<file path="src/rtl/spi_cmd_pkg.sv">
`timescale 1ns/1ps
package spi_cmd_pkg;

  localparam int BYTE_W = 8;
  localparam int N_TXB  = 3;
  localparam int N_RXB  = 2;
  localparam int INFO_W = 5;

  typedef enum logic [2:0] {
    ST_CMD, ST_ADDR, ST_RD, ST_WR, ST_MASK, ST_BMD, ST_STAT, ST_IGN
  } st_e;

  typedef enum logic [1:0] {NX_RD, NX_WR, NX_BM} nx_e;

  function automatic logic [7:0] rxb_ptr(input logic n, input logic m);
    return 8'h61 + {3'b000, n, 4'h0} + (m ? 8'd5 : 8'd0);
  endfunction

  function automatic logic [7:0] ltx_ptr(input logic [2:0] abc);
    return 8'h31 + {2'b00, abc[2:1], 4'h0} + (abc[0] ? 8'd5 : 8'd0);
  endfunction

  function automatic logic [255:0] bm_default();
    logic [255:0] r;
    r = '0;
    r[8'h0C] = 1'b1;
    r[8'h0D] = 1'b1;
    r[8'h0F] = 1'b1;
    for (int a = 8'h28; a <= 8'h2D; a++) r[a] = 1'b1;
    for (int b = 3; b <= 7; b++) r[b*16] = 1'b1;
    return r;
  endfunction

endpackage

</file>
<file path="src/rtl/spi_pin_sync.sv">
`timescale 1ns/1ps
module spi_pin_sync #(
  parameter int           N       = 3,
  parameter int           STAGES  = 2,
  parameter logic [N-1:0] RST_VAL = '0
) (
  input  logic         clk_i,
  input  logic         rst_ni,
  input  logic [N-1:0] d_i,
  output logic [N-1:0] q_o
);

  for (genvar g = 0; g < N; g++) begin : g_bit
    logic [STAGES-1:0] pipe;
    always_ff @(posedge clk_i or negedge rst_ni) begin
      if (!rst_ni) pipe <= {STAGES{RST_VAL[g]}};
      else         pipe <= {pipe[STAGES-2:0], d_i[g]};
    end
    assign q_o[g] = pipe[STAGES-1];
  end

endmodule

</file>
<file path="src/rtl/spi_byte_rx.sv">
`timescale 1ns/1ps
module spi_byte_rx
  import spi_cmd_pkg::*;
(
  input  logic              clk_i,
  input  logic              rst_ni,
  input  logic              clr_i,
  input  logic              rise_i,
  input  logic              bit_i,
  output logic              done_o,
  output logic [BYTE_W-1:0] byte_o
);

  localparam int CNT_W = $clog2(BYTE_W);

  logic [CNT_W-1:0]  cnt_q;
  logic [BYTE_W-2:0] sr_q;

  always_ff @(posedge clk_i or negedge rst_ni) begin
    if (!rst_ni) begin
      cnt_q  <= '0;
      sr_q   <= '0;
      done_o <= 1'b0;
      byte_o <= '0;
    end else begin
      done_o <= 1'b0;
      if (clr_i) begin
        cnt_q <= '0;
      end else if (rise_i) begin
        sr_q  <= {sr_q[BYTE_W-3:0], bit_i};
        cnt_q <= cnt_q + 1'b1;
        if (cnt_q == CNT_W'(BYTE_W-1)) begin
          done_o <= 1'b1;
          byte_o <= {sr_q, bit_i};
        end
      end
    end
  end

  // deselect restarts byte framing
  assert_cnt_clear_R1: assert property (@(posedge clk_i) disable iff (!rst_ni)
    clr_i |=> (cnt_q == '0));
  assert_done_on_edge_R1: assert property (@(posedge clk_i) disable iff (!rst_ni)
    done_o |-> $past(rise_i) && !$past(clr_i));

endmodule

</file>
<file path="src/rtl/spi_byte_tx.sv">
`timescale 1ns/1ps
module spi_byte_tx
  import spi_cmd_pkg::*;
(
  input  logic              clk_i,
  input  logic              rst_ni,
  input  logic              load_i,
  input  logic [BYTE_W-1:0] data_i,
  input  logic              shift_i,
  output logic              so_o
);

  logic [BYTE_W-1:0] sr_q;

  always_ff @(posedge clk_i or negedge rst_ni) begin
    if (!rst_ni) begin
      sr_q <= '0;
      so_o <= 1'b0;
    end else if (load_i) begin
      sr_q <= data_i;
    end else if (shift_i) begin
      so_o <= sr_q[BYTE_W-1];
      sr_q <= {sr_q[BYTE_W-2:0], 1'b0};
    end
  end

  // a load never competes with a falling-edge shift
  assert_load_gap_R1: assert property (@(posedge clk_i) disable iff (!rst_ni)
    load_i |-> !shift_i);

endmodule

</file>
<file path="src/rtl/spi_cmd_regif.sv">
`timescale 1ns/1ps
module spi_cmd_regif
  import spi_cmd_pkg::*;
#(
  parameter int                     ADDR_W      = 8,
  parameter int                     SYNC_STAGES = 2,
  parameter logic [(1<<ADDR_W)-1:0] BM_MAP      = bm_default()
) (
  input  logic              clk_i,
  input  logic              rst_ni,
  input  logic              sck_i,
  input  logic              cs_ni,
  input  logic              si_i,
  output logic              so_o,
  output logic              so_oe_o,
  output logic [ADDR_W-1:0] rd_addr_o,
  input  logic [BYTE_W-1:0] rd_data_i,
  output logic              wr_en_o,
  output logic [ADDR_W-1:0] wr_addr_o,
  output logic [BYTE_W-1:0] wr_data_o,
  input  logic [N_RXB-1:0]  rx_if_i,
  input  logic [N_TXB-1:0]  tx_if_i,
  input  logic [N_TXB-1:0]  tx_req_i,
  input  logic [INFO_W-1:0] rx0_info_i,
  input  logic [INFO_W-1:0] rx1_info_i,
  output logic [N_RXB-1:0]  rx_clr_o,
  output logic [N_TXB-1:0]  rts_o,
  output logic              soft_rst_o
);

  logic [2:0] pins_s;
  logic       cs_s, sck_s, si_s, sck_d, cs_d;
  logic       sck_rise, sck_fall, cs_rise;

  spi_pin_sync #(.N(3), .STAGES(SYNC_STAGES), .RST_VAL(3'b100)) u_sync (
    .clk_i (clk_i),
    .rst_ni(rst_ni),
    .d_i   ({cs_ni, sck_i, si_i}),
    .q_o   (pins_s)
  );
  assign {cs_s, sck_s, si_s} = pins_s;

  always_ff @(posedge clk_i or negedge rst_ni) begin
    if (!rst_ni) begin
      sck_d <= 1'b0;
      cs_d  <= 1'b1;
    end else begin
      sck_d <= sck_s;
      cs_d  <= cs_s;
    end
  end

  assign sck_rise = sck_s & ~sck_d;
  assign sck_fall = ~sck_s & sck_d;
  assign cs_rise  = cs_s & ~cs_d;

  logic              byte_done;
  logic [BYTE_W-1:0] rx_byte;

  spi_byte_rx u_rx (
    .clk_i (clk_i),
    .rst_ni(rst_ni),
    .clr_i (cs_s),
    .rise_i(sck_rise),
    .bit_i (si_s),
    .done_o(byte_done),
    .byte_o(rx_byte)
  );

  st_e               st_q;
  nx_e               nx_q;
  logic [ADDR_W-1:0] ptr_q;
  logic [BYTE_W-1:0] mask_q;
  logic              load_q, stat_rx_q, clr_arm_q, clr_sel_q, bm_q;

  logic [BYTE_W-1:0] rd_stat, rx_stat, tx_data, bm_mask;
  logic [INFO_W-1:0] rx_sel;

  assign rd_stat = {tx_if_i[2], tx_req_i[2], tx_if_i[1], tx_req_i[1],
                    tx_if_i[0], tx_req_i[0], rx_if_i[1], rx_if_i[0]};
  assign rx_sel  = rx_if_i[0] ? rx0_info_i : (rx_if_i[1] ? rx1_info_i : '0);
  assign rx_stat = {rx_if_i[1], rx_if_i[0], 1'b0, rx_sel};
  assign tx_data = (st_q == ST_STAT) ? (stat_rx_q ? rx_stat : rd_stat) : rd_data_i;
  assign bm_mask = BM_MAP[ptr_q] ? mask_q : '1;
  assign rd_addr_o = ptr_q;

  spi_byte_tx u_tx (
    .clk_i  (clk_i),
    .rst_ni (rst_ni),
    .load_i (load_q),
    .data_i (tx_data),
    .shift_i(sck_fall & ~cs_s),
    .so_o   (so_o)
  );

  always_ff @(posedge clk_i or negedge rst_ni) begin
    if (!rst_ni) begin
      st_q       <= ST_CMD;
      nx_q       <= NX_RD;
      ptr_q      <= '0;
      mask_q     <= '0;
      load_q     <= 1'b0;
      stat_rx_q  <= 1'b0;
      clr_arm_q  <= 1'b0;
      clr_sel_q  <= 1'b0;
      bm_q       <= 1'b0;
      so_oe_o    <= 1'b0;
      wr_en_o    <= 1'b0;
      wr_addr_o  <= '0;
      wr_data_o  <= '0;
      rx_clr_o   <= '0;
      rts_o      <= '0;
      soft_rst_o <= 1'b0;
    end else begin
      wr_en_o    <= 1'b0;
      rx_clr_o   <= '0;
      rts_o      <= '0;
      soft_rst_o <= 1'b0;
      load_q     <= 1'b0;
      if (cs_s) begin
        st_q    <= ST_CMD;
        so_oe_o <= 1'b0;
        if (cs_rise && clr_arm_q) rx_clr_o[clr_sel_q] <= 1'b1;
        if (cs_rise) clr_arm_q <= 1'b0;
      end else if (load_q) begin
        so_oe_o <= 1'b1;
        if (st_q == ST_RD) ptr_q <= ptr_q + 1'b1;
      end else if (byte_done) begin
        unique case (st_q)
          ST_CMD: begin
            casez (rx_byte)
              8'hC0: begin soft_rst_o <= 1'b1; st_q <= ST_IGN; end
              8'h03: begin nx_q <= NX_RD; st_q <= ST_ADDR; end
              8'h02: begin nx_q <= NX_WR; st_q <= ST_ADDR; end
              8'h05: begin nx_q <= NX_BM; st_q <= ST_ADDR; end
              8'hA0: begin stat_rx_q <= 1'b0; st_q <= ST_STAT; load_q <= 1'b1; end
              8'hB0: begin stat_rx_q <= 1'b1; st_q <= ST_STAT; load_q <= 1'b1; end
              8'b1001_0??0: begin
                ptr_q     <= ADDR_W'(rxb_ptr(rx_byte[2], rx_byte[1]));
                clr_arm_q <= 1'b1;
                clr_sel_q <= rx_byte[2];
                st_q      <= ST_RD;
                load_q    <= 1'b1;
              end
              8'b0100_0???: begin
                if (rx_byte[2:0] < 3'd6) begin
                  ptr_q <= ADDR_W'(ltx_ptr(rx_byte[2:0]));
                  st_q  <= ST_WR;
                end else begin
                  st_q <= ST_IGN;
                end
              end
              8'b1000_0???: begin
                rts_o <= rx_byte[2:0];
                st_q  <= ST_IGN;
              end
              default: st_q <= ST_IGN;
            endcase
          end
          ST_ADDR: begin
            ptr_q <= rx_byte[ADDR_W-1:0];
            unique case (nx_q)
              NX_RD:   begin st_q <= ST_RD; load_q <= 1'b1; end
              NX_WR:   st_q <= ST_WR;
              default: st_q <= ST_MASK;
            endcase
          end
          ST_RD, ST_STAT: load_q <= 1'b1;
          ST_WR: begin
            wr_en_o   <= 1'b1;
            wr_addr_o <= ptr_q;
            wr_data_o <= rx_byte;
            bm_q      <= 1'b0;
            ptr_q     <= ptr_q + 1'b1;
          end
          ST_MASK: begin
            mask_q <= rx_byte;
            st_q   <= ST_BMD;
          end
          ST_BMD: begin
            wr_en_o   <= 1'b1;
            wr_addr_o <= ptr_q;
            wr_data_o <= (rd_data_i & ~bm_mask) | (rx_byte & bm_mask);
            bm_q      <= 1'b1;
            st_q      <= ST_IGN;
          end
          default: ;
        endcase
      end
    end
  end

  // output enable only in a read data phase, dropped on deselect
  assert_oe_phase_R11: assert property (@(posedge clk_i) disable iff (!rst_ni)
    so_oe_o |-> (st_q == ST_RD || st_q == ST_STAT));
  assert_oe_off_R11: assert property (@(posedge clk_i) disable iff (!rst_ni)
    cs_rise |=> !so_oe_o);
  // sequential write advances the pointer past the committed byte
  assert_wr_inc_R3: assert property (@(posedge clk_i) disable iff (!rst_ni)
    (wr_en_o && !bm_q) |-> (ptr_q == ADDR_W'(wr_addr_o + 1'b1)));
  // one buffer flag cleared, only after deselect
  assert_clr_onehot_R4: assert property (@(posedge clk_i) disable iff (!rst_ni)
    $onehot0(rx_clr_o) && ((|rx_clr_o) -> cs_s));
  // request pulses come from instruction decode and end the command
  assert_rts_ends_R6: assert property (@(posedge clk_i) disable iff (!rst_ni)
    (|rts_o) |-> (st_q == ST_IGN) && $past(st_q == ST_CMD));
  // a single bit modify per select
  assert_bm_single_R9: assert property (@(posedge clk_i) disable iff (!rst_ni)
    (wr_en_o && bm_q) |-> (st_q == ST_IGN));
  // no strobes while in reset
  assert_reset_quiet_R12: assert property (@(posedge clk_i)
    !rst_ni |-> !wr_en_o && !so_oe_o && (rts_o == '0) && (rx_clr_o == '0) && !soft_rst_o);

endmodule

</file>
<file path="config.mk">
export PLATFORM = sky130hd
export DESIGN_NAME = spi_cmd_regif
export DESIGN_NICKNAME = d
export VERILOG_FILES = /design/src/rtl/spi_cmd_pkg.sv /design/src/rtl/spi_pin_sync.sv /design/src/rtl/spi_byte_rx.sv /design/src/rtl/spi_byte_tx.sv /design/src/rtl/spi_cmd_regif.sv
export SDC_FILE = /design/constraint.sdc
export NUM_CORES = 1
export LEC_CHECK = 0
export BUFFER_PORTS_ARGS = -buffer_cell sky130_fd_sc_hd__clkbuf_2
export CAP_MARGIN = 20
export CORE_MARGIN = 8
export CORE_UTILIZATION = 30
export DETAILED_ROUTE_END_ITERATION = 8
export PLACE_DENSITY = 0.54
export SKIP_LAST_GASP = 1
export SLEW_MARGIN = 20
export SYNTH_ARGS = -nofsm -noshare
export SYNTH_HDL_FRONTEND = slang
export SYNTH_HIERARCHICAL = 1
export SYNTH_SLANG_ARGS = --single-unit
</file>
<file path="constraint.sdc">
create_clock -name clk_i -period 2 [get_ports clk_i]
set_clock_uncertainty 0.05 [all_clocks]
set_input_delay 0.2 -clock clk_i [delete_from_list [all_inputs] [get_ports clk_i]]
set_output_delay 0.2 -clock clk_i [all_outputs]
set_load 0.05 [all_outputs]
</file>
After elaboration in Yosys (flattened, before gate mapping)
Memory sizes are Yosys's and may differ from the RTL's.
Cells that the tools add are included.
W data, S select, Z words.
- reduce and logical (&&, ||, !) cells: 33
- equality and inequality tests: 22
- mux-type cells: 63
- bitwise operators: 13
- $lt $le $gt $ge: 4
- add/sub/neg operators: 6
- operator list (cell ; number):
    $mux W8 ; 9
    $mux W3 ; 13
    $pmux W8 S2 ; 2
    $mux W1 ; 27
    $eq A8 B8 Y1 const B ; 3
    $pmux W3 S4 ; 2
    $pmux W8 S3 ; 1
    $reduce_and A5 Y1 ; 4
    $reduce_bool A2 Y1 ; 9
    $and A8 B8 Y8 ; 2
    $eq A8 B2 Y1 const B ; 2
    $eq A3 B3 Y1 const B ; 4
    $reduce_and A4 Y1 ; 3
    $mux W5 ; 2
    $lt A8 B9 Y1 const B ; 1
    $add A7 B3 Y8 ; 1
    $add A7 B5 Y8 const A ; 1
    $add A8 B1 Y8 const B ; 1
    $add A8 B3 Y8 ; 1
    $eq A8 B3 Y1 const B ; 1
    $not A8 Y8 ; 1
    $or A8 B8 Y8 ; 1
    $add A6 B6 Y7 const A ; 1
    $eq A3 B2 Y1 const B ; 2
    other kinds (32) ; 47
- memory bits (read-only): 256
- memories: 1
- input port bits: 31
- flip-flop bits (word level): 85
- memory list (name ; depth ; bits a word ; read ports ; clocked after memory_dff ; write ports ; RTL line ; RTL):
    (name not given) ; 256 ; 1 ; 1 ; 0 ; 0 ; spi_cmd_regif.sv:84 ; assign bm_mask = BM_MAP[ptr_q] ? mask_q : '1;

Longest topological paths before layout
- word-level depth: 7
- mapped depth: 8

Modules after synthesis
The synthesis kept the hierarchy.
- by module, submodules not included (module ; area each (µm²) ; cells an instance ; times used):
    spi_cmd_regif ; 3015.4 ; 313 ; 1
    spi_byte_rx ; 795.8 ; 47 ; 1
    spi_byte_tx ; 419.2 ; 37 ; 1
    spi_pin_sync ; 175.2 ; 9 ; 1

Worst setup path before layout
Ideal clock, no wire load.
- path kind: reg2reg
- start point: register ptr_q[4], in the netlist rd_addr_o[4]
- end point: register wr_data_o[2]
- arrival: 1981 ps
- required time: 1825 ps
- library setup time: 125 ps
- setup slack: -156 ps
- stages on the path, launching flop included: 7
- period minus slack after synthesis: 2156 ps
- cell sequence: dfrtp_1 -> a21oi_1 -> or4b_1 -> buf_2 -> a211oi_1 -> mux2i_1 -> a21oi_2
- cells in the longest elaborated chain, start to end: 7
- ends and longest elaborated chain (element ; RTL line ; RTL):
    start, declared ; spi_cmd_regif.sv:72 ; logic [ADDR_W-1:0] ptr_q;
    start signal, assigned ; spi_cmd_regif.sv:127 ; if (st_q == ST_RD) ptr_q <= ptr_q + 1'b1;
    start signal, assigned ; spi_cmd_regif.sv:139 ; ptr_q <= ADDR_W'(rxb_ptr(rx_byte[2], rx_byte[1]));
    start signal, assigned ; spi_cmd_regif.sv:147 ; ptr_q <= ADDR_W'(ltx_ptr(rx_byte[2:0]));
    $mem_v2 Z256 W1 * ; - ;
    $mux W1 (implied by the code) * ; spi_cmd_regif.sv:84 ;
    $mux W8 * ; spi_cmd_regif.sv:84 ;
    $not A8 Y8 ; spi_cmd_regif.sv:183 ; wr_data_o <= (rd_data_i & ~bm_mask) | (rx_byte & bm_mask);
    $and A8 B8 Y8 ; spi_cmd_regif.sv:183 ;
    $or A8 B8 Y8 * ; spi_cmd_regif.sv:183 ;
    $pmux W8 S2 * ; spi_cmd_regif.sv:129 ; unique case (st_q)
    end signal, assigned ; spi_cmd_regif.sv:172 ; wr_data_o <= rx_byte;
    end signal, assigned ; spi_cmd_regif.sv:183 ;
    end, declared ; spi_cmd_regif.sv:20 ; output logic [BYTE_W-1:0] wr_data_o,
Every way passes the cells marked *; elsewhere a longest branch is shown, timed or not. The select of a mux whose other input is x is not followed.
A chain may end at the register's enable or synchronous reset.

Worst setup path after layout
- start point: register ptr_q[0], in the netlist rd_addr_o[0]
- end point: register wr_data_o[7]
Same word-level chain as after synthesis.

==> impl_summary.log <==
INFO  metric grt_max_degree = 40
INFO  metric max_cap_violations = 0
INFO  metric cts_buffer_depth = 2
INFO  metric drt.antenna.violating_nets = 0
INFO  metric chipHeight = 137 um
INFO  metric number_of_placed_i_o_pins = 64
INFO  metric netlist_instances = 406
INFO  metric ys_types = 63
INFO  metric placement_rows = 44
INFO  metric detailedRoute.firstPassIterationCount = 4
INFO  metric maxSlewViolCount = 0
INFO  metric insertedDiodeCount = 0
INFO  metric tritoncts.num_buffers = 9
INFO  metric drive_gt1_frac = 0.389
INFO  metric total_power_density_per_cell_area = 716 nW/um^2
INFO  metric grt_pass1_wl = 18.3 mm
INFO  metric routed_wl = 11.0 mm
INFO  metric cts-root-buf = sky130_fd_sc_hd__clkbuf_16
INFO  metric final_area = 5600 um^2
INFO  metric mappedNetlistNets = 444
INFO  metric clk_pin_slew = 0.07 ns
INFO  metric max_slew_margin = 0.629
INFO  metric fmax = 0.526 GHz
INFO  metric fp.coreArea = 14400 um^2
INFO  metric design.die.area = 18800 um^2
INFO  metric synth_warnings = 6
INFO  metric final.hold.worst_slack = 0.122 ns
INFO  metric detailroute.via_count = 3438
INFO  metric initial_utilization = 0.305
INFO  metric synth_top_cell_area_share = 0.466
INFO  metric setup.worst_path.start_class = register
INFO  metric synth_seq_cells = 85
INFO  metric tritoncts = built
INFO  metric cp_max_fo = 6
INFO  metric worstSkewPairLatency = 0.34 ns
INFO  metric cp.required = 2.17 ns
INFO  metric synth-seq-area-share = 0.484
INFO  metric areaGrowthSynthToFinish = 27.0%
INFO  metric syn-cell-area = 4410 um^2
INFO  metric synth_top_flop_cell = sky130_fd_sc_hd__dfrtp_1
INFO  metric finalWorstPathRequiredPeriod = 1.90 ns
INFO  metric async_flop_share = 1.00
INFO  metric track_usage = 0.122
INFO  metric routedWlPerCell = 15.9 um
INFO  metric most_frequent_cell_after_synthesis = sky130_fd_sc_hd__dfrtp_1
INFO  metric final-instance-count-excl-fill = 691
INFO  metric port-buffer-count = 63
INFO  metric global_route.overflow_total = 0
INFO  metric synth.largest_area_cell = sky130_fd_sc_hd__dfrtp_1
INFO  metric crit_path_dat = 2.07 ns
INFO  metric drc_errors = 0
INFO  metric criticalPathCategory = register to register
INFO  metric post_synth_most_frequent_cells = 82 x sky130_fd_sc_hd__dfrtp_1, 40 x sky130_fd_sc_hd__nand2_1, 32 x sky130_fd_sc_hd__o21ai_0
INFO  metric globalplace.congestion = 0.903
INFO  metric design.final.nets = 540
INFO  metric p_leak = 2.52 nW
INFO  metric hold_class = input port to register
INFO  metric grt_setup_unrepaired = yes
INFO  metric place_inst = 671
INFO  metric synth_edf_count = 0
INFO  metric nFillCells = 1430
INFO  metric vias_per_cell = 4.98
INFO  metric hpwl = 8.49 mm
INFO  metric timing.final.crit_share = 0.951
INFO  metric irDropWorstVdd = 0.469 mV
INFO  metric worst_tran_pin_value = 0.556 ns
INFO  metric run_status = finished clean
INFO  metric place_area = 5160 um^2
INFO  metric synthesis.area_per_instance = 10.9 um^2
INFO  metric die-width = 137 um
INFO  metric initialDrtViolationCount = 221
INFO  metric synth.area.top_cells = sky130_fd_sc_hd__dfrtp_1 47%, sky130_fd_sc_hd__mux2_2 6.1%, sky130_fd_sc_hd__mux2i_1 3.6%
INFO  metric setup_viol = 0
INFO  metric worstSetupEndpointType = register
INFO  metric htree_levels = 3
INFO  metric hold_violations = 0
INFO  metric finalSetupTns = 0 ns
INFO  metric grt_antenna_before_repair = 0
INFO  metric clock_sinks = 85
INFO  metric vias_in_the_first_global_route = 3565
cell families (layout without fill, tap and decap cells):
logic type / Yosys count / in the layout / synth area share
xor+xnor: 3 / 3 / 0.00597
compound gates: 99 / 99 / 0.154
fa+ha+maj: 7 / 7 / 0.0199
buf+inv: 38 / 139 / 0.0477
simple gates: 125 / 125 / 0.160
mux: 49 / 49 / 0.128
flops: 85 / 85 / 0.484
cell type report:
class / instances / area, um^2 / share of cell area
Clock buffer: 9 / 225 / 0.0402
Clock inverter: 7 / 92.6 / 0.0165
Inverter: 10 / 37.5 / 0.00671
Multi-Input combinational cell: 283 / 2140 / 0.382
Sequential cell: 85 / 2140 / 0.383
Tap cell: 184 / 230 / 0.0411
Timing Repair Buffer: 113 / 732 / 0.131
repair_timing:
item,in CTS,in global routing
hold buffers,4,0
pin swaps,0,3
endpoints found under the hold margin,36,0
buffers inserted,0,0
gates resized for setup,4,13
setup endpoints to repair,5,18
power breakdown:
| group | leakage [nW] | total, mW | switching [mW] | internal, mW |
|---|---|---|---|---|
| combinational | 1.29 | 0.323 | 0.150 | 0.173 |
| clock | 0.155 | 1.75 | 0.753 | 1.00 |
| sequential | 1.08 | 1.93 | 0.0844 | 1.84 |
| total | 2.52 | 4.01 | 0.987 | 3.02 |
through the flow:
stage | setup slack [ns] | util | power (mW)
finish | 0.0975 | 0.388 | 4.01
CTS | 0.0254 | 0.384 | 4.07
global route | -0.00996 | 0.388 | 4.20
global placement | 0.0162 | 0.358 | 2.27
floorplan | -0.0417 | - | 2.15
detailed placement | -0.0218 | 0.358 | 2.28
state kept, by name, summed over array words and instances, names as in the netlist, 2 cells and up:
name / count
u_rx/sr_q: 7
st_q: 3
u_sync/g_bit.pipe: 6
nx_q: 2
wr_addr_o: 8
u_tx/sr_q: 8
wr_data_o: 8
rx_clr_o: 2
mask_q: 8
rd_addr_o: 8
u_rx/cnt_q: 3
u_rx/byte_o: 8
rts_o: 3
layer usage:
layer / part of all wire / wire [um] / vias up / global-route usage
met5: 0 / 0 / - / 0
met4: 0.020 / 222 / 0 / 0.0483
met3: 0.046 / 505 / 14 / 0.0255
met2: 0.51 / 5550 / 81 / 0.206
met1: 0.43 / 4700 / 1676 / 0.150
li1: - / - / 1667 / -
final timing paths:
path                                               from                 endpoint  slack, ns  cells past startpoint
worst max-delay path                       rd_addr_o[0]             wr_data_o[7]        0.1                      6
worst min-delay path                       rd_data_i[1]             wr_data_o[1]       0.12                      3
worst max register to register             rd_addr_o[0]             wr_data_o[7]        0.1                      6
worst min register to register  u_sync/g_bit[1].pipe[0]  u_sync/g_bit[1].pipe[1]       0.30                      0
max in group asynchronous                        rst_ni  u_sync/g_bit[2].pipe[0]       0.93                      3
min in group asynchronous                        rst_ni             wr_addr_o[5]       0.31                      2
cells in the final DEF, fill, tap and decap left out, drive strengths merged, types with 7 or more instances in the layout:
| cell type | netlist | layout |
|---|---|---|
| nand2 | 40 | 40 |
| a21oi | 12 | 12 |
| clkbuf | 10 | 71 |
| a22o | 7 | 7 |
| nor2b | 11 | 11 |
| o21ai | 37 | 37 |
| mux2 | 33 | 33 |
| nand2b | 7 | 7 |
| mux2i | 16 | 16 |
| nor2 | 25 | 25 |
| dfrtp | 82 | 82 |
| buf | 18 | 47 |
| nand3 | 7 | 7 |
| ha | 7 | 7 |
| inv | 9 | 12 |
worst max-delay path: stages (launching register included):
cell and delay, ns:
sky130_fd_sc_hd__dfrtp_2 0.41, sky130_fd_sc_hd__inv_2 0.06, sky130_fd_sc_hd__ha_1 0.14, sky130_fd_sc_hd__or4b_4 0.52
sky130_fd_sc_hd__a211oi_2 0.27, sky130_fd_sc_hd__mux2i_1 0.27, sky130_fd_sc_hd__a21oi_2 0.08
No activity file was read; power rests on OpenSTA's default activity.
